## src/rtl/sector_run_pkg.sv

```systemverilog
package sector_run_pkg;
  typedef enum logic [1:0] {
    ST_IDLE   = 2'd0,
    ST_WAIT   = 2'd1,
    ST_RUN    = 2'd2,
    ST_FINISH = 2'd3
  } run_state_t;

  localparam int unsigned SUB_BIT  = 7;
  localparam int unsigned DEC_BIT  = 6;
  localparam int unsigned STOP_BIT = 5;

  function automatic logic is_active(input run_state_t s);
    return (s == ST_RUN) || (s == ST_FINISH);
  endfunction

  function automatic logic [7:0] pack_ctrl(input logic sub, input logic dec, input logic stp);
    logic [7:0] v;
    v = '0;
    v[SUB_BIT]  = sub;
    v[DEC_BIT]  = dec;
    v[STOP_BIT] = stp;
    return v;
  endfunction
endpackage

```

## src/rtl/run_ctrl_reg.sv

```systemverilog
module run_ctrl_reg
  import sector_run_pkg::*;
#(
  parameter int unsigned REG_W = 8
) (
  input  logic             clk,
  input  logic             rst_n,
  input  logic             wr_en,
  input  logic [REG_W-1:0] wr_data,
  input  logic             abnormal,
  output logic             sub_en,
  output logic             dec_en,
  output logic             stop_q,
  output logic             kill,
  output logic [REG_W-1:0] rd_data
);
  logic stop_wr;
  logic hw_clr;

  assign stop_wr = wr_en & wr_data[STOP_BIT];
  assign kill    = stop_wr | stop_q;
  assign hw_clr  = kill | abnormal;

  always_ff @(posedge clk or negedge rst_n) begin
    if (!rst_n) begin
      sub_en <= 1'b0;
      dec_en <= 1'b0;
      stop_q <= 1'b0;
    end else begin
      if (wr_en) stop_q <= wr_data[STOP_BIT];
      if (hw_clr) begin
        sub_en <= 1'b0;
        dec_en <= 1'b0;
      end else if (wr_en) begin
        sub_en <= wr_data[SUB_BIT];
        dec_en <= wr_data[DEC_BIT];
      end
    end
  end

  always_comb begin
    rd_data = '0;
    rd_data[7:0] = pack_ctrl(sub_en, dec_en, stop_q);
  end


  enable_clear_chk: assert property (@(posedge clk) disable iff (!rst_n)
    (abnormal || stop_wr) |=> (!dec_en && !sub_en));


  stop_hold_chk: assert property (@(posedge clk) disable iff (!rst_n)
    stop_q |=> !dec_en);
endmodule

```

## src/rtl/run_ctrl_fsm.sv

```systemverilog
module run_ctrl_fsm
  import sector_run_pkg::*;
(
  input  logic clk,
  input  logic rst_n,
  input  logic dec_en,
  input  logic kill,
  input  logic abnormal,
  input  logic sync_det,
  input  logic sector_end,
  output logic active
);
  run_state_t state_q, state_d;
  logic halt;

  assign halt = kill | abnormal;

  always_comb begin
    state_d = state_q;
    if (halt) begin
      state_d = ST_IDLE;
    end else begin
      unique case (state_q)
        ST_IDLE:   if (dec_en) state_d = ST_WAIT;
        ST_WAIT:   if (!dec_en) state_d = ST_IDLE;
                   else if (sync_det) state_d = ST_RUN;
        ST_RUN:    if (!dec_en) state_d = sector_end ? ST_IDLE : ST_FINISH;
        ST_FINISH: if (dec_en) state_d = ST_RUN;
                   else if (sector_end) state_d = ST_IDLE;
        default:   state_d = ST_IDLE;
      endcase
    end
  end

  always_ff @(posedge clk or negedge rst_n) begin
    if (!rst_n) state_q <= ST_IDLE;
    else        state_q <= state_d;
  end

  assign active = is_active(state_q);


  halt_stop_chk: assert property (@(posedge clk) disable iff (!rst_n)
    halt |=> !active);


  sync_needed_chk: assert property (@(posedge clk) disable iff (!rst_n)
    (!active && !(state_q == ST_WAIT && sync_det)) |=> !active);


  idle_sync_chk: assert property (@(posedge clk) disable iff (!rst_n)
    (state_q == ST_IDLE && sync_det) |=> !active);


  finish_hold_chk: assert property (@(posedge clk) disable iff (!rst_n)
    (state_q == ST_FINISH && !sector_end && !halt) |=> active);
endmodule

```

## src/rtl/sector_run_ctrl.sv

```systemverilog
module sector_run_ctrl
  import sector_run_pkg::*;
#(
  parameter int unsigned REG_W = 8
) (
  input  logic             clk,
  input  logic             rst_n,
  input  logic             wr_en,
  input  logic [REG_W-1:0] wr_data,
  input  logic             sync_det,
  input  logic             sector_end,
  input  logic             abnormal,
  output logic [REG_W-1:0] rd_data,
  output logic             decode_active,
  output logic             subcode_active
);
  logic sub_en, dec_en, stop_q, kill;

  run_ctrl_reg #(.REG_W(REG_W)) u_reg (
    .clk(clk), .rst_n(rst_n), .wr_en(wr_en), .wr_data(wr_data),
    .abnormal(abnormal), .sub_en(sub_en), .dec_en(dec_en),
    .stop_q(stop_q), .kill(kill), .rd_data(rd_data)
  );

  run_ctrl_fsm u_fsm (
    .clk(clk), .rst_n(rst_n), .dec_en(dec_en), .kill(kill),
    .abnormal(abnormal), .sync_det(sync_det), .sector_end(sector_end),
    .active(decode_active)
  );

  assign subcode_active = sub_en & decode_active;


  subcode_gate_chk: assert property (@(posedge clk) disable iff (!rst_n)
    subcode_active |-> (decode_active && rd_data[SUB_BIT]));
endmodule

```

## config.mk

```make
export PLATFORM = sky130hd
export DESIGN_NAME = sector_run_ctrl
export DESIGN_NICKNAME = d
export VERILOG_FILES = /design/src/rtl/sector_run_pkg.sv /design/src/rtl/run_ctrl_reg.sv /design/src/rtl/run_ctrl_fsm.sv /design/src/rtl/sector_run_ctrl.sv
export SDC_FILE = /design/constraint.sdc
export NUM_CORES = 1
export LEC_CHECK = 0
export BUFFER_PORTS_ARGS = -buffer_cell sky130_fd_sc_hd__buf_2
export CAP_MARGIN = 20
export CORE_AREA = 2 2 39 41
export CTS_CLUSTER_DIAMETER = 150
export DETAILED_ROUTE_END_ITERATION = 10
export DIE_AREA = 0 0 41 43
export GPL_ROUTABILITY_DRIVEN = 1
export GPL_TIMING_DRIVEN = 0
export PLACE_DENSITY = 0.53
export SYNTH_ARGS = -nofsm -noshare
export SYNTH_HDL_FRONTEND = slang
export SYNTH_SLANG_ARGS = --single-unit
```

## constraint.sdc

```tcl
create_clock -name clk -period 1.1 [get_ports clk]
set_input_delay 0.055 -clock clk [delete_from_list [all_inputs] [get_ports clk]]
set_output_delay 0.055 -clock clk [all_outputs]
set_load 0.01 [all_outputs]
```

==> results of run 1 <==
## registers in the layout, indices dropped and copies added (netlist names)
name	flops
u_fsm.state_q	2
u_reg.dec_en	1
u_reg.stop_q	1
u_reg.sub_en	1
## area by class of cell
class                           count  area (um^2)
Fill cell                         158          957
Inverter                            1         3.75
Timing Repair Buffer               14         75.1
Clock buffer                        4         26.3
Buffer                              9         63.8
Sequential cell                     5          125
Tap cell                           16         20.0
Multi-Input combinational cell     19          113
## power groups by stage
stage / Sequential (mW) / Combinational, mW / Clock [mW]
floorplan: 0.198 / 0.0476 / 0
detailed placement: 0.200 / 0.0760 / 0
global placement: 0.199 / 0.0754 / 0
global route: 0.197 / 0.0868 / 0.240
CTS: 0.197 / 0.0787 / 0.226
finish: 0.197 / 0.0779 / 0.214
## layer usage
layer  up-vias  wire length [um]  global-route usage [%]
met3         0                65                    9.42
met4         0                 0                    4.00
met1       114               224                    7.52
li1        132                 -                       -
met2        11               250                    10.9
met5         -                 0                       0
## how the worst max path moves through the flow
| stage | from | endpoint | depth (start not counted) |
|---|---|---|---|
| 2_1_floorplan | u_reg.stop_q | u_fsm.state_q[1] | 2 |
| 3_3_place_gp | u_reg.stop_q | u_reg.dec_en | 2 |
| 3_5_place_dp | u_reg.stop_q | u_fsm.state_q[0] | 2 |
| 4_1_cts | u_reg.dec_en | rd_data[6] | 2 |
| 5_1_grt | u_fsm.state_q[1] | subcode_active | 2 |
| 6_report | u_reg.dec_en | rd_data[6] | 2 |
## synthesized netlist by cell type (all sizes together)
library cell	number
conb	1
o21ai	1
inv	1
nor2	3
nor3b	1
mux2i	2
a211o	1
mux2	1
clkbuf	1
nand3	1
buf	8
a21oi	3
and2	1
dfrtp	5
## cells by family (layout without fill, tap and decap cells)
group                  count (synthesis)  after routing  synth area share (%)
AO/OA/AOI/OAI                          5              5                  11.2
buffers and inverters                 10             28                  23.3
flip-flops                             5              5                  43.1
multiplexers                           3              3                  10.8
other                                  1              5                  1.29
AND/OR/NAND/NOR                        6              6                  10.3
## per-stage QoR
stage,cells,setup slack [ns]
floorplan,34,0.256
global placement,63,0.209
detailed placement,63,0.200
CTS,68,0.0921
global route,68,0.0622
finish,68,0.104
## worst max-delay path, cell delays in order, from the launching register on
cell,delay (ns)
sky130_fd_sc_hd__dfrtp_1,0.42
sky130_fd_sc_hd__buf_4,0.15
sky130_fd_sc_hd__buf_2,0.12
## layout by cell type (no fill, tap or decap), types with 2 or more instances in the layout
master / instances
sky130_fd_sc_hd__dfrtp_1: 5
sky130_fd_sc_hd__buf_2: 13
sky130_fd_sc_hd__clkbuf_1: 2
sky130_fd_sc_hd__nor2_1: 3
sky130_fd_sc_hd__mux2i_1: 2
sky130_fd_sc_hd__buf_4: 8
sky130_fd_sc_hd__clkbuf_4: 3
sky130_fd_sc_hd__conb_1: 5
sky130_fd_sc_hd__a21oi_1: 2
## what timing repair did
item | 4_1_cts | 5_1_grt
gates resized for setup | 0 | 0
hold buffers | 1 | 0
endpoints found under the hold margin | 5 | 0
==> summary.json, run 1 <==
{
  "result_of_the_run": "finished, final reports clean",
  "floorplan.die.height_um": 43,
  "yosysTopAreaCell": "sky130_fd_sc_hd__dfrtp_1",
  "maxClockFrequency_mhz": 1000,
  "grt_pass1_wl_um": 876,
  "fraction_of_the_yosys_area_taken_by_sequential_cells_pct": 43.1,
  "effective_utilization_at_floorplan_pct": 21.0,
  "required_ns": 1.04,
  "worst-endpoint-arrival_ns": 0.94,
  "leakagePower_nw": 0.238,
  "synthDominantCellAreaShare_pct": 43.1,
  "clock_skews_ns": 0.00160,
  "die-area_um2": 1760,
  "timing.critical_path.from_type": "register",
  "fin_util_pct": 30.8,
  "grt_overflow": 0,
  "share_of_cells_above_drive_strength_1_pct": 50.0,
  "postRouteWirelength_um": 540,
  "maximum_buffer_depth_of_the_clock_tree": 2,
  "min_period_over_period_pct": 90.6,
  "total_negative_slack_for_setup_checks_ns": 0,
  "netlist_area_um2": 290,
  "die_width_um": 41,
  "detailed_route_vias_per_instance": 3.78,
  "maximum_number_of_pins_on_one_net_before_global_route_repair": 7,
  "postPlaceCellArea_um2": 390,
  "synthDistinctLibCells": 15,
  "detail_route.wl_per_cell_um": 7.94,
  "antenna_diode_count": 0,
  "synth.ff_latch_count": 5,
  "slew_viol_final": 0,
  "worstSkewPairLatency_ns": 0.24,
  "vias": 257,
  "reported_net_switching_power_mw": 0.115,
  "area.growth.synth_to_final_pct": 47.0,
  "cts.htree.levels": 1,
  "hold_class": "input pin to register",
  "powerDensity_nw_per_um2": 1140,
  "core-area_um2": 1380,
  "clk_pin_slew_ns": 0.04,
  "timing.hold.worst.start": "wr_data[6]",
  "number_of_standard_cell_rows_in_the_floorplan": 14,
  "synth-warning-count": 0,
  "period_minus_slack_ns": 0.996,
  "min_path_cells": 3,
  "firstDrtPassIters": 2,
  "setup_repair_after_global_routing_missed_its_margin": "false",
  "finalHoldWorstSlack_ns": 0.0591,
  "rr_startpoint": "u_reg.stop_q",
  "worstReg2RegEnd": "u_fsm.state_q[0]",
  "finalSetupViolations": 0,
  "gp_congestion": 0.716,
  "overall_power_mw": 0.488,
  "final_nets": 67,
  "crit_path_max_fanout": 6,
  "syn_avg_cell_area_um2": 9.68,
  "tritoncts_num_sinks": 5,
  "ff2ff_setup_slack_ns": 0.20,
  "synth.area.top_cells": "sky130_fd_sc_hd__dfrtp_1, sky130_fd_sc_hd__buf_4, sky130_fd_sc_hd__mux2i_1, sky130_fd_sc_hd__mux2_2, sky130_fd_sc_hd__nor2_1",
  "comb_power_share_pct": 16.0,
  "grt_pass1_vias": 245,
  "max-cap-violations": 0,
  "post-route-drc-count": 0,
  "all_layer_gr_usage_pct": 8.27,
  "netlist_instances": 30,
  "grt_antenna_before_repair": 0,
  "seq_power_share_pct": 40.3,
  "hold-path-endpoint": "u_reg.dec_en",
  "crit_path_end_kind": "output port",
  "final_antenna_net_count": 0,
  "violation_count_after_the_first_detailed_route_iteration": 3,
  "tritoncts": "yes",
  "cell_internal_pwr_mw": 0.373,
  "critical_path_class": "register to output port",
  "buffer_type_at_the_clock_tree_root": "sky130_fd_sc_hd__clkbuf_4",
  "postLayoutCellArea_um2": 427,
  "final-hold-violation-count": 0,
  "p_sw_share_pct": 23.6,
  "io_pins": 24,
  "postCtsSetupBuffers": 0,
  "cts_buffers": 3,
  "buffer_ports.inserted": 13,
  "pwr-share-clk_pct": 43.8,
  "ir_drop_uv": 650,
  "worst-r2r-cell-count": 2
}
No activity file was read; power rests on OpenSTA's default activity.
==> run 2: changes to the inputs <==
--- a/config.mk
+++ b/config.mk
@@ -13,7 +13,8 @@
 export DIE_AREA = 0 0 41 43
 export GPL_ROUTABILITY_DRIVEN = 1
 export GPL_TIMING_DRIVEN = 0
-export PLACE_DENSITY = 0.53
+export PLACE_DENSITY = 0.56
 export SYNTH_ARGS = -nofsm -noshare
 export SYNTH_HDL_FRONTEND = slang
+export SYNTH_HIERARCHICAL = 1
 export SYNTH_SLANG_ARGS = --single-unit
==> constraint.sdc (replaced) <==
create_clock -name clk -period 1.1 [get_ports clk]
set_input_delay 0.22 -clock clk [delete_from_list [all_inputs] [get_ports clk]]
set_output_delay 0.22 -clock clk [all_outputs]
set_load 0.01 [all_outputs]
==> run 2 against run 1 <==
Net effect: first-iteration DRC count up 33%; worst setup slack worse by 0.12 ns; core utilization grew 5.7 points; clock-buffer cell count stayed put; fmax fell by 11%; critical path depth unchanged; sequential cell count unchanged; the run now ends with negative setup slack left; synthesized area up 11%; clock skew is 0.0046 ns higher.
==> summary.json, run 2 <==
{
  "result_of_the_run": "finished, violations left",
  "violated_checks": "negative setup slack",
  "crit_path_end_kind": "output port",
  "netlist_area_um2": 323,
  "effective_utilization_at_floorplan_pct": 23.3,
  "worst-endpoint-arrival_ns": 0.90,
  "vias": 272,
  "detailed_route_vias_per_instance": 3.78,
  "floorplan.die.height_um": 43,
  "all_layer_gr_usage_pct": 7.69,
  "required_ns": 0.88,
  "timing.critical_path.from_type": "register",
  "buffer_ports.inserted": 13,
  "die-area_um2": 1760,
  "postRouteWirelength_um": 577,
  "violation_count_after_the_first_detailed_route_iteration": 4,
  "yosysTopAreaCell": "sky130_fd_sc_hd__dfrtp_1",
  "postSynth.asyncResetShare_pct": 100,
  "synth.area.top_cells": "sky130_fd_sc_hd__dfrtp_1, sky130_fd_sc_hd__buf_4, sky130_fd_sc_hd__nor3_2, sky130_fd_sc_hd__nand2b_1, sky130_fd_sc_hd__a211oi_1",
  "hold_class": "input pin to register",
  "worst-r2r-cell-count": 4,
  "fill_cells": 151,
  "maximum_buffer_depth_of_the_clock_tree": 2,
  "grt_antenna_before_repair": 0,
  "synthDominantCellAreaShare_pct": 38.8,
  "core-area_um2": 1380,
  "postSynth.topFlopCell": "sky130_fd_sc_hd__dfrtp_1",
  "syn_avg_cell_area_um2": 10.1,
  "buffer_type_at_the_clock_tree_root": "sky130_fd_sc_hd__clkbuf_4",
  "synth_edf_count": 0,
  "register_bank_with_the_most_flops": "u_fsm/state_q",
  "antenna_diode_count": 0,
  "critical_path_class": "register to output port",
  "leakagePower_nw": 0.253,
  "io_pins": 24,
  "yosysMostFrequentCell": "sky130_fd_sc_hd__buf_4",
  "maximum_number_of_pins_on_one_net_before_global_route_repair": 7,
  "grt_pass1_wl_um": 897,
  "min_period_over_period_pct": 102,
  "powerDensity_nw_per_um2": 987,
  "final_nets": 71,
  "fraction_of_the_yosys_area_taken_by_sequential_cells_pct": 38.8,
  "ir_drop_uv": 523,
  "synth.ff_latch_count": 5,
  "period_minus_slack_ns": 1.12,
  "mostFrequentLayoutCells": "sky130_fd_sc_hd__buf_2, sky130_fd_sc_hd__buf_4, sky130_fd_sc_hd__buf_6, sky130_fd_sc_hd__conb_1, sky130_fd_sc_hd__dfrtp_1",
  "synthTopCellsByCount": "sky130_fd_sc_hd__buf_4, sky130_fd_sc_hd__dfrtp_1, sky130_fd_sc_hd__nand2b_1",
  "cts.htree.levels": 1,
  "slew_viol_final": 0,
  "die_width_um": 41,
  "setup_repair_after_global_routing_missed_its_margin": "true",
  "finalSetupViolations": 1,
  "largest_register_ffs": 2,
  "total_negative_slack_for_setup_checks_ns": -0.0167,
  "tritoncts": "yes",
  "worst_slack_placed_ns": 0.118,
  "number_of_standard_cell_rows_in_the_floorplan": 14,
  "min_path_cells": 2,
  "gp_congestion": 0.711,
  "synth-warning-count": 6,
  "netlist_instances": 32,
  "grt_overflow": 0,
  "final-hold-violation-count": 0,
  "worst_slack_ns": -0.0167,
  "worstSkewPairLatency_ns": 0.24,
  "synthDistinctLibCells": 16,
  "hpwlAfterDp_um": 469,
  "most_frequent_standard_cell_in_the_layout_excluding_fill_and_tap_cells": "sky130_fd_sc_hd__buf_2",
  "post-route-drc-count": 0,
  "firstDrtPassIters": 4,
  "area.growth.synth_to_final_pct": 56.6,
  "crit_path_max_fanout": 3,
  "max-cap-violations": 0,
  "detail_route.wl_per_cell_um": 8.01,
  "share_of_cells_above_drive_strength_1_pct": 58.9,
  "grt_pass1_vias": 234,
  "cts_buffers": 3,
  "clk_pin_slew_ns": 0.05,
  "clock_skews_ns": 0.00619,
  "tritoncts_num_sinks": 5,
  "final_antenna_net_count": 0,
  "maxClockFrequency_mhz": 895
}
run 2: per-layer routing:
metal  share of wire [%]  track usage, %  up-vias
met1                  49            10.2      110
met4                   0            6.00        0
met5                   0               0        -
met2                  40            9.38       16
li1                    -               -      146
met3                  11            3.14        0
run 2: cells by family (layout without fill, tap and decap cells):
logic type | after synthesis | after routing | share of synthesized area [%]
AND/OR/NAND/NOR | 10 | 10 | 23.6
other | 1 | 5 | 1.16
multiplexers | 1 | 1 | 3.49
buffers and inverters | 10 | 30 | 20.9
flip-flops | 5 | 5 | 38.8
AO/OA/AOI/OAI | 5 | 5 | 12.0
run 2: where the power goes:
| group | internal (mW) | switching [mW] |
|---|---|---|
| sequential | 0.191 | 0.00457 |
| combinational | 0.0547 | 0.0402 |
| clock | 0.137 | 0.0721 |
| total | 0.382 | 0.117 |
run 2: critical path: stages, from the launching register on:
cell	delay, ns
sky130_fd_sc_hd__dfrtp_1	0.38
sky130_fd_sc_hd__and2_1	0.15
sky130_fd_sc_hd__buf_2	0.13
run 2: per-stage QoR:
step	utilization, %	std cells	hold WS [ns]	power, mW	instance area (um^2)
floorplan	-	36	-0.0756	0.247	338
global placement	30.6	65	0.0376	0.277	423
detailed placement	30.6	65	0.0392	0.278	423
CTS	36.1	73	0.192	0.512	499
global route	36.5	72	0.194	0.530	505
finish	36.5	72	0.199	0.499	505
run 2: cell type report:
cell class,instances,area (um^2),area share [%]
clock buffer,4,26.3,5.20
timing repair buffer,18,124,24.5
inverter,1,3.75,0.743
sequential,5,126,25.0
buffer,7,60.1,11.9
tap,16,20.0,3.96
multi-input combinational,21,145,28.7
run 2: final timing paths:
check / from / endpoint / slack, ns
hold reg to reg: u_reg/stop_q / u_reg/dec_en / 0.59
setup reg to reg: u_reg/dec_en / u_fsm/state_q[1] / 0.06
setup / recovery: u_fsm/state_q[1] / subcode_active / -0.02
hold / removal: abnormal / u_fsm/state_q[0] / 0.20
max in group asynchronous: rst_n / u_reg/dec_en / 0.63
min in group asynchronous: rst_n / u_reg/stop_q / 0.32
run 2: timing repair:
action,CTS,global route
endpoints found under the hold margin,5,0
endpoints found under the setup margin,4,4
pin swaps,0,1
setup buffers,4,0
hold buffers,1,0
gates resized for setup,3,4
